**config.mk**
```make
export PLATFORM = sky130hd
export DESIGN_NAME = mbox_ipc
export DESIGN_NICKNAME = d
export VERILOG_FILES = /design/src/rtl/mbox_pkg.sv /design/src/rtl/mbox_decode.sv /design/src/rtl/mbox_bufs.sv /design/src/rtl/mbox_ctrl.sv /design/src/rtl/mbox_ipc.sv
export SDC_FILE = /design/constraint.sdc
export NUM_CORES = 1
export LEC_CHECK = 0
export ABC_AREA = 1
export BUFFER_PORTS_ARGS = -buffer_cell sky130_fd_sc_hd__buf_2
export CORE_AREA = 4 4 248 250
export CTS_BUF_LIST = sky130_fd_sc_hd__clkbuf_8
export DETAILED_ROUTE_END_ITERATION = 8
export DIE_AREA = 0 0 252 254
export SLEW_MARGIN = 10
export SYNTH_ARGS = -nofsm -noshare
export SYNTH_HDL_FRONTEND = slang
export SYNTH_SLANG_ARGS = --single-unit
```
**constraint.sdc**
```tcl
create_clock -name clk -period 2.1 [get_ports clk]
set_input_delay 0.105 -clock clk [delete_from_list [all_inputs] [get_ports clk]]
set_output_delay 0.105 -clock clk [all_outputs]
set_load 0.05 [all_outputs]
```
**src/rtl/mbox_pkg.sv**
```systemverilog
package mbox_pkg;
  typedef enum logic [2:0] {
    LOC_NONE, LOC_CMD, LOC_STAT, LOC_SRC, LOC_DST, LOC_WBUF, LOC_RBUF
  } loc_e;

  typedef struct packed {
    logic [7:0] size;
    logic [3:0] sub;
    logic       ioc;
    logic [7:0] code;
  } cmd_t;
endpackage

```
**src/rtl/mbox_decode.sv**
```systemverilog
module mbox_decode
  import mbox_pkg::*;
#(
  parameter int ADDR_W    = 8,
  parameter int BUF_WORDS = 4,
  parameter int WBUF_BASE = 'h80
) (
  input  logic [ADDR_W-1:0]            addr,
  output loc_e                         loc,
  output logic [$clog2(BUF_WORDS)-1:0] idx
);
  localparam int IDX_W  = $clog2(BUF_WORDS);
  localparam int WORD_W = ADDR_W - 2;
  localparam logic [WORD_W-1:0] WB_LO = WORD_W'(WBUF_BASE / 4);
  localparam logic [WORD_W-1:0] WB_HI = WORD_W'(WBUF_BASE / 4 + BUF_WORDS);
  localparam logic [WORD_W-1:0] RB_HI = WORD_W'(WBUF_BASE / 4 + 2 * BUF_WORDS);

  logic [WORD_W-1:0] word;
  assign word = addr[ADDR_W-1:2];

  always_comb begin
    loc = LOC_NONE;
    idx = '0;
    if (word == WORD_W'(0))      loc = LOC_CMD;
    else if (word == WORD_W'(1)) loc = LOC_STAT;
    else if (word == WORD_W'(2)) loc = LOC_SRC;
    else if (word == WORD_W'(3)) loc = LOC_DST;
    else if (word >= WB_LO && word < WB_HI) begin
      loc = LOC_WBUF;
      idx = IDX_W'(word - WB_LO);
    end else if (word >= WB_HI && word < RB_HI) begin
      loc = LOC_RBUF;
      idx = IDX_W'(word - WB_HI);
    end
  end
endmodule

```
**src/rtl/mbox_bufs.sv**
```systemverilog
module mbox_bufs
  import mbox_pkg::*;
#(
  parameter int BUF_WORDS = 4
) (
  input  logic                         clk,
  input  logic                         rst,
  input  logic                         host_wr,
  input  loc_e                         host_loc,
  input  logic [$clog2(BUF_WORDS)-1:0] host_idx,
  input  logic [3:0]                   host_be,
  input  logic [31:0]                  host_wdata,
  input  logic                         mcu_we,
  input  logic [$clog2(BUF_WORDS)-1:0] mcu_widx,
  input  logic [31:0]                  mcu_wdata,
  input  logic [$clog2(BUF_WORDS)-1:0] mcu_ridx,
  output logic [31:0]                  wbuf_host,
  output logic [31:0]                  rbuf_host,
  output logic [31:0]                  wbuf_mcu,
  output logic [31:0]                  src_ptr,
  output logic [31:0]                  dst_ptr
);
  localparam int IDX_W = $clog2(BUF_WORDS);

  logic [31:0] wbuf [BUF_WORDS];
  logic [31:0] rbuf [BUF_WORDS];
  logic        full;
  assign full = host_wr && (host_be == 4'hF);

  always_ff @(posedge clk) begin
    if (rst) begin
      src_ptr <= '0;
      dst_ptr <= '0;
    end else begin
      if (full && host_loc == LOC_SRC) src_ptr <= host_wdata;
      if (full && host_loc == LOC_DST) dst_ptr <= host_wdata;
    end
  end

  for (genvar i = 0; i < BUF_WORDS; i++) begin : g_word
    always_ff @(posedge clk) begin
      if (rst) wbuf[i] <= '0;
      else if (full && host_loc == LOC_WBUF && host_idx == IDX_W'(i))
        wbuf[i] <= host_wdata;
    end

    always_ff @(posedge clk) begin
      if (rst) rbuf[i] <= '0;
      else if (mcu_we && mcu_widx == IDX_W'(i))
        rbuf[i] <= mcu_wdata;
    end


    part_write_chk: assert property (@(posedge clk) disable iff (rst)
      (host_wr && host_loc == LOC_WBUF && host_idx == IDX_W'(i) && host_be != 4'hF)
      |=> $stable(wbuf[i]));


    rbuf_host_chk: assert property (@(posedge clk) disable iff (rst)
      (host_wr && host_loc == LOC_RBUF && !mcu_we) |=> $stable(rbuf[i]));
  end

  assign wbuf_host = wbuf[host_idx];
  assign rbuf_host = rbuf[host_idx];
  assign wbuf_mcu  = wbuf[mcu_ridx];
endmodule

```
**src/rtl/mbox_ctrl.sv**
```systemverilog
module mbox_ctrl
  import mbox_pkg::*;
(
  input  logic        clk,
  input  logic        rst,
  input  logic        cmd_wr,
  input  logic [31:0] cmd_wdata,
  input  logic        done_in,
  input  logic        err_in,
  input  logic [7:0]  err_code_in,
  input  logic [7:0]  init_in,
  output logic        busy,
  output cmd_t        cmd_q,
  output logic [31:0] status,
  output logic        cmd_irq,
  output logic        done_irq
);
  logic       err_q;
  logic [7:0] code_q;
  logic [7:0] init_q;
  logic [3:0] id_q;
  logic       accept;
  logic       finish;

  assign accept = cmd_wr && !busy;
  assign finish = done_in && busy;

  always_ff @(posedge clk) begin
    if (rst) begin
      busy     <= 1'b0;
      cmd_q    <= '0;
      err_q    <= 1'b0;
      code_q   <= '0;
      init_q   <= '0;
      id_q     <= '0;
      cmd_irq  <= 1'b0;
      done_irq <= 1'b0;
    end else begin
      cmd_irq  <= accept;
      done_irq <= finish && cmd_q.ioc;
      if (accept) begin
        busy  <= 1'b1;
        cmd_q <= cmd_t'({cmd_wdata[23:16], cmd_wdata[15:12], cmd_wdata[8], cmd_wdata[7:0]});
      end else if (finish) begin
        busy   <= 1'b0;
        err_q  <= err_in;
        code_q <= err_code_in;
        init_q <= init_in;
        id_q   <= cmd_q.sub;
      end
    end
  end

  assign status = {8'h00, code_q, init_q, id_q, 2'b00, err_q, busy};


  irq_busy_chk: assert property (@(posedge clk) disable iff (rst)
    cmd_irq |-> busy);


  busy_cmd_chk: assert property (@(posedge clk) disable iff (rst)
    (busy && cmd_wr && !done_in) |=> (!cmd_irq && $stable(cmd_q)));


  finish_chk: assert property (@(posedge clk) disable iff (rst)
    (busy && done_in) |=> !busy);


  idle_done_chk: assert property (@(posedge clk) disable iff (rst)
    (!busy && done_in && !cmd_wr) |=> ($stable(status) && !done_irq));


  done_irq_chk: assert property (@(posedge clk) disable iff (rst)
    done_irq |-> (!busy && !cmd_irq));
endmodule

```
**src/rtl/mbox_ipc.sv**
```systemverilog
module mbox_ipc
  import mbox_pkg::*;
#(
  parameter int ADDR_W    = 8,
  parameter int BUF_WORDS = 4,
  parameter int WBUF_BASE = 'h80
) (
  input  logic                         clk,
  input  logic                         rst,
  input  logic                         req_valid,
  output logic                         req_ready,
  input  logic                         req_write,
  input  logic [ADDR_W-1:0]            req_addr,
  input  logic [3:0]                   req_be,
  input  logic [31:0]                  req_wdata,
  output logic                         rsp_valid,
  output logic [31:0]                  rsp_rdata,
  output logic                         mcu_cmd_irq,
  output logic [7:0]                   mcu_cmd_code,
  output logic                         mcu_cmd_ioc,
  output logic [3:0]                   mcu_cmd_sub,
  output logic [7:0]                   mcu_cmd_size,
  output logic [31:0]                  mcu_src_ptr,
  output logic [31:0]                  mcu_dst_ptr,
  input  logic [$clog2(BUF_WORDS)-1:0] mcu_in_idx,
  output logic [31:0]                  mcu_in_word,
  input  logic                         mcu_out_we,
  input  logic [$clog2(BUF_WORDS)-1:0] mcu_out_idx,
  input  logic [31:0]                  mcu_out_data,
  input  logic                         mcu_done,
  input  logic                         mcu_err,
  input  logic [7:0]                   mcu_err_code,
  input  logic [7:0]                   mcu_init_id,
  output logic                         host_done_irq
);
  localparam int IDX_W = $clog2(BUF_WORDS);

  loc_e              loc;
  logic [IDX_W-1:0]  idx;
  logic              host_wr;
  logic              busy;
  cmd_t              cmd_q;
  logic [31:0]       status;
  logic [31:0]       wbuf_host;
  logic [31:0]       rbuf_host;
  logic [31:0]       rd_mux;

  assign req_ready = 1'b1;
  assign host_wr   = req_valid && req_write;

  mbox_decode #(.ADDR_W(ADDR_W), .BUF_WORDS(BUF_WORDS), .WBUF_BASE(WBUF_BASE)) u_dec (
    .addr (req_addr),
    .loc  (loc),
    .idx  (idx)
  );

  mbox_ctrl u_ctrl (
    .clk         (clk),
    .rst         (rst),
    .cmd_wr      (host_wr && loc == LOC_CMD),
    .cmd_wdata   (req_wdata),
    .done_in     (mcu_done),
    .err_in      (mcu_err),
    .err_code_in (mcu_err_code),
    .init_in     (mcu_init_id),
    .busy        (busy),
    .cmd_q       (cmd_q),
    .status      (status),
    .cmd_irq     (mcu_cmd_irq),
    .done_irq    (host_done_irq)
  );

  mbox_bufs #(.BUF_WORDS(BUF_WORDS)) u_bufs (
    .clk        (clk),
    .rst        (rst),
    .host_wr    (host_wr),
    .host_loc   (loc),
    .host_idx   (idx),
    .host_be    (req_be),
    .host_wdata (req_wdata),
    .mcu_we     (mcu_out_we),
    .mcu_widx   (mcu_out_idx),
    .mcu_wdata  (mcu_out_data),
    .mcu_ridx   (mcu_in_idx),
    .wbuf_host  (wbuf_host),
    .rbuf_host  (rbuf_host),
    .wbuf_mcu   (mcu_in_word),
    .src_ptr    (mcu_src_ptr),
    .dst_ptr    (mcu_dst_ptr)
  );

  always_comb begin
    case (loc)
      LOC_STAT: rd_mux = status;
      LOC_SRC:  rd_mux = mcu_src_ptr;
      LOC_DST:  rd_mux = mcu_dst_ptr;
      LOC_WBUF: rd_mux = wbuf_host;
      LOC_RBUF: rd_mux = rbuf_host;
      default:  rd_mux = '0;
    endcase
  end

  always_ff @(posedge clk) begin
    if (rst) begin
      rsp_valid <= 1'b0;
      rsp_rdata <= '0;
    end else begin
      rsp_valid <= req_valid && !req_write;
      rsp_rdata <= (req_valid && !req_write) ? rd_mux : '0;
    end
  end

  assign mcu_cmd_code = cmd_q.code;
  assign mcu_cmd_ioc  = cmd_q.ioc;
  assign mcu_cmd_sub  = cmd_q.sub;
  assign mcu_cmd_size = cmd_q.size;


  read_resp_chk: assert property (@(posedge clk) disable iff (rst)
    (req_valid && !req_write) |=> rsp_valid);


  no_write_resp_chk: assert property (@(posedge clk) disable iff (rst)
    !(req_valid && !req_write) |=> !rsp_valid);


  busy_status_chk: assert property (@(posedge clk) disable iff (rst)
    (rsp_valid && $past(loc == LOC_STAT)) |-> (rsp_rdata[0] == $past(busy)));
endmodule

```
==> results.yml <==
synthesis:
  synthArstFlopShare_pct: 0
  yosysTopAreaCell: "edfxtp_1"
  synth_cell_types: 23
  synth_area_um2: 17570
  syn_area_per_cell_um2: 8.584
  synth_nets: 2150
  ys.flop_type: "edfxtp_1"
  synth_warnings: 0
  synth.most_common_cell: "nand2_1"
  seq_area_frac_synth_pct: 59.93
  synth_area_leaders: "edfxtp_1 44%, dfxtp_1 16%, nand2_1 10%, nor2_1 7.3%, o21ai_0 4.8%"
  ys_ff_latch: 398
  synth_commonest_cells: "481 x nand2_1, 340 x nor2_1, 256 x edfxtp_1"
  synth_top_area_share_pct: 43.75
  synthCells: 2047
  synth_edf_count: 256
critical_path:
  endpoint: "rsp_rdata[31]"
  cpMaxStageDelayCell: "dlygate4sd3_1"
  worstSetupEndpointType: "register"
  path_max_fanout: 15
  reg2reg_slack_ns: 0.26
  crit_start: "rst"
  max_stage_delay_ns: 0.66
  cp.required_ns: 2.67
  crit_type: "input port to register"
  r2r-start: "u_ctrl.busy"
  worstSetupStartpointType: "input port"
  arrival_ns: 2.64
  ff2ff_path_depth: 5
  rr_endpoint: "u_ctrl.cmd_q[12]"
  crit_chain: "dlygate4sd3_1, buf_2, nor3_2, dlygate4sd3_1, inv_1, a31oi_1, buf_4, nand2_1, inv_1"
timing:
  fin_crit_ns: 2.069
  max_freq_ghz: 0.4833
  finClkSkew_ns: 0.01991
  worstMarginPinSlew_ns: 0.7640
  finalMaxSlewViolations: 0
  min_period_over_period_pct: 98.52
  slew_headroom_pct: 49.06
  whs_ns: 0.06500
  hold_viol: 0
  tns_ns: 0
  grt_setup_unrepaired: "no"
  finalSetupViolCount: 0
cells_and_area:
  fillers: 5917
  drive_gt1_share_pct: 17.89
  nNetsFinal: 2506
  stdcell_count: 3238
  final-seq-area_um2: 10530
  synthToLayoutAreaGrowth_pct: 28.70
  multi_input_area_um2: 6037
placement:
  port_buffers: 252
  hpwl_um: 43800
  globalplace.congestion: 0.8351
  dp_cells: 3006
clock_network:
  root_buffer: "clkbuf_8"
  cts_tree: "done"
  path_clk_slew_ns: 0.06
  clockBufferDepth: 3
  cts_setup_buffers: 0
  clk-insertion-delay-late_ns: 0.63
  cts_max_level: 3
  clock-sinks: 398
  numCtsBuffers: 70
pwr:
  comb_power_share_pct: 9.5
  vdd_drop_max_mv: 0.3283
  power.internal_uw: 13240
  p_per_area_nw_per_um2: 787.1
  leakagePower_uw: 0.009894
  swShare_pct: 25.61
  switchingPower_uw: 4559
  sequentialPowerShare_pct: 49.2
  clockPowerShare_pct: 41.3
route:
  via_per_inst: 4.953
  wl_per_cell_um: 20.35
  drc_errors: 0
  ant_nets: 0
  via_count: 16038
  drt_iter0_drc: 1892
  drt-pass1-iter-count: 5
  drt_wl_total_um: 65910
die:
  fp.dieArea_um2: 64010
  rows: 89
  chipWidth_um: 252
  ios: 256
  core_region_area_um2: 59020
  die_y_um: 254
  initial_utilization_pct: 29.77
global_route:
  grt_pass1_wl_um: 97070
  first_global_vias: 15577
  grt_antenna_before_repair: 5
  overflow: 0
  grt_max_degree: 65
  grtUsageTotal_pct: 19.88
outcome:
  outcome: "finished, final reports clean"
job:
  max_cap_viol_count: 0
min_path:
  hp-class: "input port to register"
## repair_timing
item,CTS,global route
endpoints found under the hold margin,351,0
resized for setup,0,0
setup endpoints to repair,0,0
hold buffers,98,0
## layout make-up
cell class                      instances  share of cell area (%)
Clock inverter                         46                   1.333
Sequential cell                       398                   46.56
Inverter                              139                   2.307
Multi-Input combinational cell       1371                   26.69
Timing Repair Buffer                  423                   13.72
Clock buffer                           83                   5.051
Antenna cell                            5                 0.05533
Tap cell                              773                   4.277
## state kept, by name (all words and copies together) (netlist names), 4 cells and up
name	cells
u_bufs.rbuf	128
u_bufs.wbuf	128
rsp_rdata	32
u_bufs.dst_ptr	32
u_bufs.src_ptr	32
u_ctrl.cmd_q	21
u_ctrl.code_q	8
u_ctrl.init_q	8
u_ctrl.id_q	4
## critical path, delay by kind of cell
kind	cells	cell delay [ns]
AO/OA/AOI/OAI	1	0.31
AND/OR/NAND/NOR	2	0.41
buffers and inverters	6	1.79
## stage by stage
stage | area [µm²] | total power (µW) | worst slack, ns | util, %
2_1_floorplan | 17580 | 9800 | 0.08250 | -
3_3_place_gp | 20180 | 10460 | 0.1369 | 34.19
3_5_place_dp | 20180 | 10490 | 0.1026 | 34.19
4_1_cts | 22600 | 17930 | 0.03626 | 38.30
5_1_grt | 22600 | 18450 | 0.03148 | 38.30
6_report | 22620 | 17800 | 0.03104 | 38.32
## placed cells by master (no fill, tap or decap)
master	n
buf_2	252
nor3_2	1
nand2_1	474
o21ai_0	169
nor2_8	1
buf_12	25
nor2_4	6
nor2_1	338
inv_1	163
conb_1	1
a31oi_1	1
nand4_1	32
nor4_4	1
nor3_1	1
clkinv_1	7
clkinv_2	6
o22ai_1	34
dlygate4sd3_1	98
nand3_1	165
buf_4	48
nand2_2	7
inv_6	1
dfxtp_1	142
clkinvlp_4	3
nor2_2	1
inv_2	1
clkbuf_8	83
diode_2	5
bufinv_16	4
a21oi_1	129
edfxtp_1	256
a22oi_1	10
## how the worst min path moves through the flow
stage / endpoint / slack (ns) / cells past startpoint / startpoint
after CTS: u_ctrl.cmd_q[20] / 0.003 / 5 / req_addr[6]
after global placement: u_ctrl.code_q[1] / 0.39 / 3 / mcu_err_code[1]
after detailed placement: u_ctrl.init_q[3] / 0.40 / 3 / mcu_init_id[3]
after global routing: u_ctrl.cmd_q[5] / 0.06 / 5 / req_addr[6]
final: u_ctrl.cmd_q[7] / 0.06 / 5 / req_addr[6]
after floorplan: u_ctrl.cmd_q[13] / 0.27 / 2 / req_wdata[16]
## cells by family (layout without fill, tap and decap cells)
kind of cell	count (synthesis)	after routing	synth area share, %
buffers and inverters	278	691	6.038
other	1	6	0.02134
AO/OA/AOI/OAI	343	343	10.16
flip-flops	398	398	59.93
AND/OR/NAND/NOR	1027	1027	23.85
## power groups by stage
stage / Clock, µW / Sequential, µW / Combinational [µW]
final: 7340 / 8760 / 1690
after global routing: 7840 / 8790 / 1820
after CTS: 7480 / 8760 / 1690
after detailed placement: 0 / 8920 / 1570
after global placement: 0 / 8910 / 1560
after floorplan: 0 / 8910 / 886
## metal layers
metal	part of all wire (%)	track usage, %
met5	0.011	0
met4	2.6	6.431
met2	45	30.89
met3	10	5.353
met1	42	27.11
No activity file was read; power rests on OpenSTA's default activity.
